===== src/rtl/smb_boot_pkg.sv =====
package smb_boot_pkg;
  localparam int ADDR_W  = 19;
  localparam int STEP_W  = 3;

  typedef enum logic [1:0] {
    OP_START = 2'd0,
    OP_WRITE = 2'd1,
    OP_READ  = 2'd2,
    OP_STOP  = 2'd3
  } smb_op_e;

  typedef enum logic [1:0] {
    RC_DONE = 2'd0,
    RC_ARB  = 2'd1,
    RC_NACK = 2'd2,
    RC_RSVD = 2'd3
  } smb_rc_e;

  localparam logic [STEP_W-1:0] STEP_RD   = 3'd6;
  localparam logic [STEP_W-1:0] STEP_LAST = 3'd7;
endpackage


===== src/rtl/smb_cmd_gen.sv =====
module smb_cmd_gen
  import smb_boot_pkg::*;
#(
  parameter logic [3:0] DEV_HI = 4'b1010
) (
  input  logic [STEP_W-1:0] step,
  input  logic [ADDR_W-1:0] byte_addr,
  output smb_op_e           op,
  output logic [7:0]        wdata
);
  always_comb begin
    op    = OP_STOP;
    wdata = 8'h00;
    unique case (step)
      3'd0: op = OP_START;
      3'd1: begin op = OP_WRITE; wdata = {DEV_HI, byte_addr[18:16], 1'b0}; end
      3'd2: begin op = OP_WRITE; wdata = byte_addr[15:8]; end
      3'd3: begin op = OP_WRITE; wdata = byte_addr[7:0]; end
      3'd4: op = OP_START;
      3'd5: begin op = OP_WRITE; wdata = {DEV_HI, byte_addr[18:16], 1'b1}; end
      3'd6: op = OP_READ;
      default: op = OP_STOP;
    endcase
  end
endmodule


===== src/rtl/smb_word_pack.sv =====
module smb_word_pack #(
  parameter int BYTES = 4,
  localparam int DATA_W = 8 * BYTES
) (
  input  logic              clk,
  input  logic              rst_n,
  input  logic              clear,
  input  logic              shift,
  input  logic [7:0]        din,
  output logic [DATA_W-1:0] word
);
  always_ff @(posedge clk or negedge rst_n) begin
    if (!rst_n)     word <= '0;
    else if (clear) word <= '0;
    else if (shift) word <= {word[DATA_W-9:0], din};
  end
endmodule


===== src/rtl/smb_retry_ctr.sv =====
module smb_retry_ctr #(
  parameter int MAX_TRIES = 15,
  localparam int CNT_W = $clog2(MAX_TRIES + 1)
) (
  input  logic clk,
  input  logic rst_n,
  input  logic clear,
  input  logic bump,
  output logic last
);
  logic [CNT_W-1:0] cnt;

  always_ff @(posedge clk or negedge rst_n) begin
    if (!rst_n)     cnt <= '0;
    else if (clear) cnt <= '0;
    else if (bump)  cnt <= cnt + 1'b1;
  end

  assign last = (cnt == CNT_W'(MAX_TRIES - 1));
endmodule


===== src/rtl/smb_boot_bridge.sv =====
module smb_boot_bridge
  import smb_boot_pkg::*;
#(
  parameter int         MAX_TRIES  = 15,
  parameter int         WORD_BYTES = 4,
  parameter logic [3:0] DEV_HI     = 4'b1010
) (
  input  logic        clk,
  input  logic        rst_n,
  input  logic        boot_en,
  input  logic        req_valid,
  output logic        req_ready,
  input  logic [18:0] req_addr,
  output logic        rsp_valid,
  output logic [31:0] rsp_data,
  output logic        busy,
  output logic        fail,
  output logic        cmd_valid,
  input  logic        cmd_ready,
  output logic [1:0]  cmd_op,
  output logic [7:0]  cmd_wdata,
  input  logic        res_valid,
  input  logic [1:0]  res_code,
  input  logic [7:0]  res_rdata
);
  localparam int OFF_W  = $clog2(WORD_BYTES);
  localparam int DATA_W = 8 * WORD_BYTES;

  typedef enum logic [2:0] {
    S_IDLE, S_ISSUE, S_WAIT, S_RESP, S_FAIL
  } state_e;

  state_e                    state_q;
  logic [ADDR_W-1:OFF_W]     base_q;
  logic [OFF_W-1:0]          off_q;
  logic [STEP_W-1:0]         step_q;
  logic [ADDR_W-1:0]         byte_addr;
  smb_op_e                   gen_op;
  logic [7:0]                gen_wdata;
  logic                      accept, res_ok, res_bad, retry_last;
  logic                      pack_clear, pack_shift, retry_clear;
  logic [DATA_W-1:0]         word;

  assign accept    = req_valid && req_ready;
  assign byte_addr = {base_q, off_q};
  assign res_ok    = (state_q == S_WAIT) && res_valid && (res_code == RC_DONE);
  assign res_bad   = (state_q == S_WAIT) && res_valid && (res_code != RC_DONE);

  smb_cmd_gen #(.DEV_HI(DEV_HI)) u_gen (
    .step      (step_q),
    .byte_addr (byte_addr),
    .op        (gen_op),
    .wdata     (gen_wdata)
  );

  assign pack_clear = accept;
  assign pack_shift = res_ok && (step_q == STEP_RD);

  smb_word_pack #(.BYTES(WORD_BYTES)) u_pack (
    .clk   (clk),
    .rst_n (rst_n),
    .clear (pack_clear),
    .shift (pack_shift),
    .din   (res_rdata),
    .word  (word)
  );

  assign retry_clear = accept || (res_ok && (step_q == STEP_LAST));

  smb_retry_ctr #(.MAX_TRIES(MAX_TRIES)) u_retry (
    .clk   (clk),
    .rst_n (rst_n),
    .clear (retry_clear),
    .bump  (res_bad),
    .last  (retry_last)
  );

  always_ff @(posedge clk or negedge rst_n) begin
    if (!rst_n) begin
      state_q <= S_IDLE;
      base_q  <= '0;
      off_q   <= '0;
      step_q  <= '0;
    end else begin
      unique case (state_q)
        S_IDLE: if (accept) begin
          base_q  <= req_addr[ADDR_W-1:OFF_W];
          off_q   <= '0;
          step_q  <= '0;
          state_q <= S_ISSUE;
        end
        S_ISSUE: if (cmd_ready) state_q <= S_WAIT;
        S_WAIT: begin
          if (res_ok) begin
            if (step_q == STEP_LAST) begin
              step_q <= '0;
              if (off_q == OFF_W'(WORD_BYTES - 1)) begin
                state_q <= S_RESP;
              end else begin
                off_q   <= off_q + 1'b1;
                state_q <= S_ISSUE;
              end
            end else begin
              step_q  <= step_q + 1'b1;
              state_q <= S_ISSUE;
            end
          end else if (res_bad) begin
            step_q  <= '0;
            state_q <= retry_last ? S_FAIL : S_ISSUE;
          end
        end
        S_RESP:  state_q <= S_IDLE;
        S_FAIL:  state_q <= S_FAIL;
        default: state_q <= S_IDLE;
      endcase
    end
  end

  assign req_ready = boot_en && (state_q == S_IDLE);
  assign busy      = (state_q != S_IDLE);
  assign fail      = (state_q == S_FAIL);
  assign rsp_valid = (state_q == S_RESP);
  assign rsp_data  = word;
  assign cmd_valid = (state_q == S_ISSUE);
  assign cmd_op    = gen_op;
  assign cmd_wdata = gen_wdata;
endmodule


===== config.mk =====
export PLATFORM = sky130hd
export DESIGN_NAME = smb_boot_bridge
export DESIGN_NICKNAME = d
export VERILOG_FILES = /design/src/rtl/smb_boot_pkg.sv /design/src/rtl/smb_cmd_gen.sv /design/src/rtl/smb_word_pack.sv /design/src/rtl/smb_retry_ctr.sv /design/src/rtl/smb_boot_bridge.sv
export SDC_FILE = /design/constraint.sdc
export NUM_CORES = 1
export LEC_CHECK = 0
export ABC_CLOCK_PERIOD_IN_PS = 3100
export CAP_MARGIN = 10
export CORE_ASPECT_RATIO = 1.4
export CORE_MARGIN = 2
export CORE_UTILIZATION = 52
export CTS_CLUSTER_DIAMETER = 120
export DETAILED_ROUTE_END_ITERATION = 12
export HOLD_SLACK_MARGIN = 0.12
export PLACE_DENSITY = 0.85
export RECOVER_POWER = 100
export SLEW_MARGIN = 0
export SYNTH_ARGS = -nofsm -noshare
export SYNTH_HDL_FRONTEND = slang
export SYNTH_HIERARCHICAL = 1
export SYNTH_SLANG_ARGS = --single-unit

===== constraint.sdc =====
create_clock -name clk -period 3.1 [get_ports clk]
set_clock_uncertainty 0.15 [all_clocks]
set_input_delay 0.465 -clock clk [delete_from_list [all_inputs] [get_ports clk]]
set_output_delay 0.465 -clock clk [all_outputs]
set_load 0.02 [all_outputs]

==> run summary <==
grt ovf -> 0
vias in the first global route -> 2148
largest family of logic cells by synthesized area -> multiplexers
Port Buffers -> 79
crit path max-delay cell type -> dfrtp_1
# IOs -> 82
Root Buffer -> clkbuf_8
YS warnings -> 6
Starting Density -> 0.530
Setup TNS -> 0 ps
Max FO, Critical Path -> 15
Crit Path Category -> reg -> out
Synth Cell Area -> 3040 sq um
Routed WL -> 5.93 mm
complex-gate fraction of the synthesized area -> 0.0601
min Tclk post-route -> 2900 ps
Finish-stage setup viols -> 0
failing checks -> max-capacitance violations, max-slew violations
Final #Nets -> 368
worst vdd ir -> 0.000414 V
class of the worst hold path -> reg -> reg
HPWL Detailed -> 4.27 mm
Reg clk slew, reported paths -> 70 ps
Max Slew Vio Count -> 36
CP cell instances -> nor2b_2 > a311o_1 > dlygate4sd3_1
clk_lat worst skew -> 330 ps
CP endpoint kind -> output port
GRT Total Usage -> 0.200
WL per Instance -> 14.7 um
Final Cell Area -> 3950 sq um
Critical Path RT -> 2480 ps
htree depth -> 3
Rel. slew slack -> -0.248
post-synthesis cell type count -> 45
clk sink count -> 61
Tcrit/Tclk final -> 0.937
Post-Syn Area per Cell -> 12.6 sq um
Layout area overhead -> 29.9%
MaxCap Viol Count -> 1
routability cong. -> 0.765
Post-Synth Adder-Cell Area -> 0.0247
Die Span Y -> 94.5 um
status -> complete, but fails checks
initial antenna violation count -> 0
first-pass GRT wire length -> 9.54 mm
full die area -> 6490 sq um
Hold WS -> 340 ps
Num CTS Buffers -> 9
net count after synthesis -> 283
dpl cell area -> 3810 sq um
max incr delay on CP -> 700 ps
clock tree buffer depth -> 2
area of the core -> 5740 sq um
Gates resized, CTS repair -> 0
Die Wd -> 68.6 um
share of layout cells above drive strength 1 -> 0.105
Vias per Instance -> 5.31
Initial DRT Pass Iterations -> 4
RSZ-0062 raised after global routing -> false
Post-Synthesis Cells -> 242
Lkg Pwr -> 0.00188 uW
Synth Area in Simple Gates -> 0.135
DR DRC count -> 0
post-synthesis mux area share -> 0.213
Synth Flop Type -> dfrtp_1
PwrDens -> 614 nW/um^2
CP Launch Type -> flop
critical path arrival -> 2290 ps
Seq/Total Area, Yosys -> 0.502
First DRT Iteration DRCs -> 120
xor and xnor area share after synthesis -> 0.00288
Max Clk Rate -> 0.344 GHz
ANT nets after route -> 0
flip-flop and latch count after synthesis -> 61
largest net degree at the start of global routing -> 36
std cell rows -> 33
FFs w/ async S/R, synth -> 1.00
Ant. Diodes -> 0
Post-synth EDFFs -> 0
Fin. Hold Viols -> 0
worst-margin pin slew -> 1870 ps
TritonCTS clock tree -> built
vias -> 2134
[metrics by stage]
stage / power (uW) / cells / utilization / setup WS (ps)
after detailed placement: 1800 / 385 / 0.664 / 603
after CTS: 2590 / 402 / 0.705 / 222
after global placement: 1770 / 385 / 0.664 / 587
after floorplan: 1580 / 242 / - / 1060
final: 2430 / 402 / 0.689 / 196
after global routing: 2560 / 402 / 0.689 / 74.4
[report_power, final]
group | internal [uW] | total (uW) | switching, uW
Combinational | 301 | 590 | 289
Clock | 473 | 781 | 308
Sequential | 935 | 1050 | 120
[synth_stat cells (all sizes together), types with 4 or more instances]
master	instances	share of area
dfrtp	61	0.50
nor2	41	0.051
mux2i	38	0.13
mux2	18	0.088
buf	10	0.048
inv	9	0.011
ha	6	0.025
and3	5	0.012
o2bb2ai	5	0.014
nor3b	4	0.014
[sequential cells by signal, indices dropped and copies added (netlist names)]
name	flops
u_retry/cnt	4
step_q	3
u_pack/word	32
base_q	17
off_q	2
state_q	3
[area by class of cell]
cell class	instances	area (sq um)
Multi-Input combinational cell	159	1240
Inverter	9	33.8
Clock inverter	6	86.3
Clock buffer	10	138
Fill cell	461	1790
Tap cell	70	87.6
Sequential cell	61	1530
Timing Repair Buffer	87	837
[worst max-delay path, delay by kind of cell, from the launching register on]
kind                   cells  cell delay, ps
AOI/OAI and AO/OA          1             170
buffers and inverters      1             680
DFF                        1             700
and+or+nand+nor            1             400
[layout by cell type (no fill, tap or decap), types with 3 or more instances in the layout]
master and count:
dfrtp_1 61, dlygate4sd3_1 48, nor2_1 41, mux2i_1 38, clkdlybuf4s50_1 31, mux2_1 16, clkbuf_8 10, inv_1 9
ha_1 6, o2bb2ai_1 5, nor3b_1 4, clkbuf_2 4, and3_1 3, a22o_1 3, a31oi_1 3, nand4_1 3
nand2b_1 3, buf_4 3
[cell families after synthesis]
family,Yosys count
buf+inv,22
xor+xnor,1
mux,56
simple gates,73
compound gates,23
flops,61
fa+ha+maj,6
[final timing paths]
path | start | endpoint | slack (ps) | depth (start not counted)
setup / recovery | step_q[0]$_DFFE_PN0P_ | cmd_wdata[7] | 200 | 3
hold / removal | base_q[5]$_DFFE_PN0P_ | base_q[5]$_DFFE_PN0P_ | 340 | 1
setup reg to reg | state_q[1]$_DFFE_PN0P_ | u_pack/word[11]$_DFFE_PN0P_ | 280 | 6
hold reg to reg | base_q[5]$_DFFE_PN0P_ | base_q[5]$_DFFE_PN0P_ | 340 | 1
max in group asynchronous | rst_n | u_pack/word[25]$_DFFE_PN0P_ | 520 | 3
min in group asynchronous | rst_n | u_pack/word[23]$_DFFE_PN0P_ | 1030 | 2
[repair_timing]
action,4_1_cts,5_1_grt
buffers inserted,0,0
endpoints found under the hold margin,33,0
hold buffers,1,0
[metal layers]
layer | track usage | vias up | share of wire
li1 | - | 1021 | -
met1 | 0.229 | 1046 | 0.42
met2 | 0.341 | 58 | 0.52
met3 | 0.0536 | 9 | 0.047
met4 | 0.0850 | 0 | 0.012
met5 | 0 | - | 0
(Power assumes the default switching activity.)
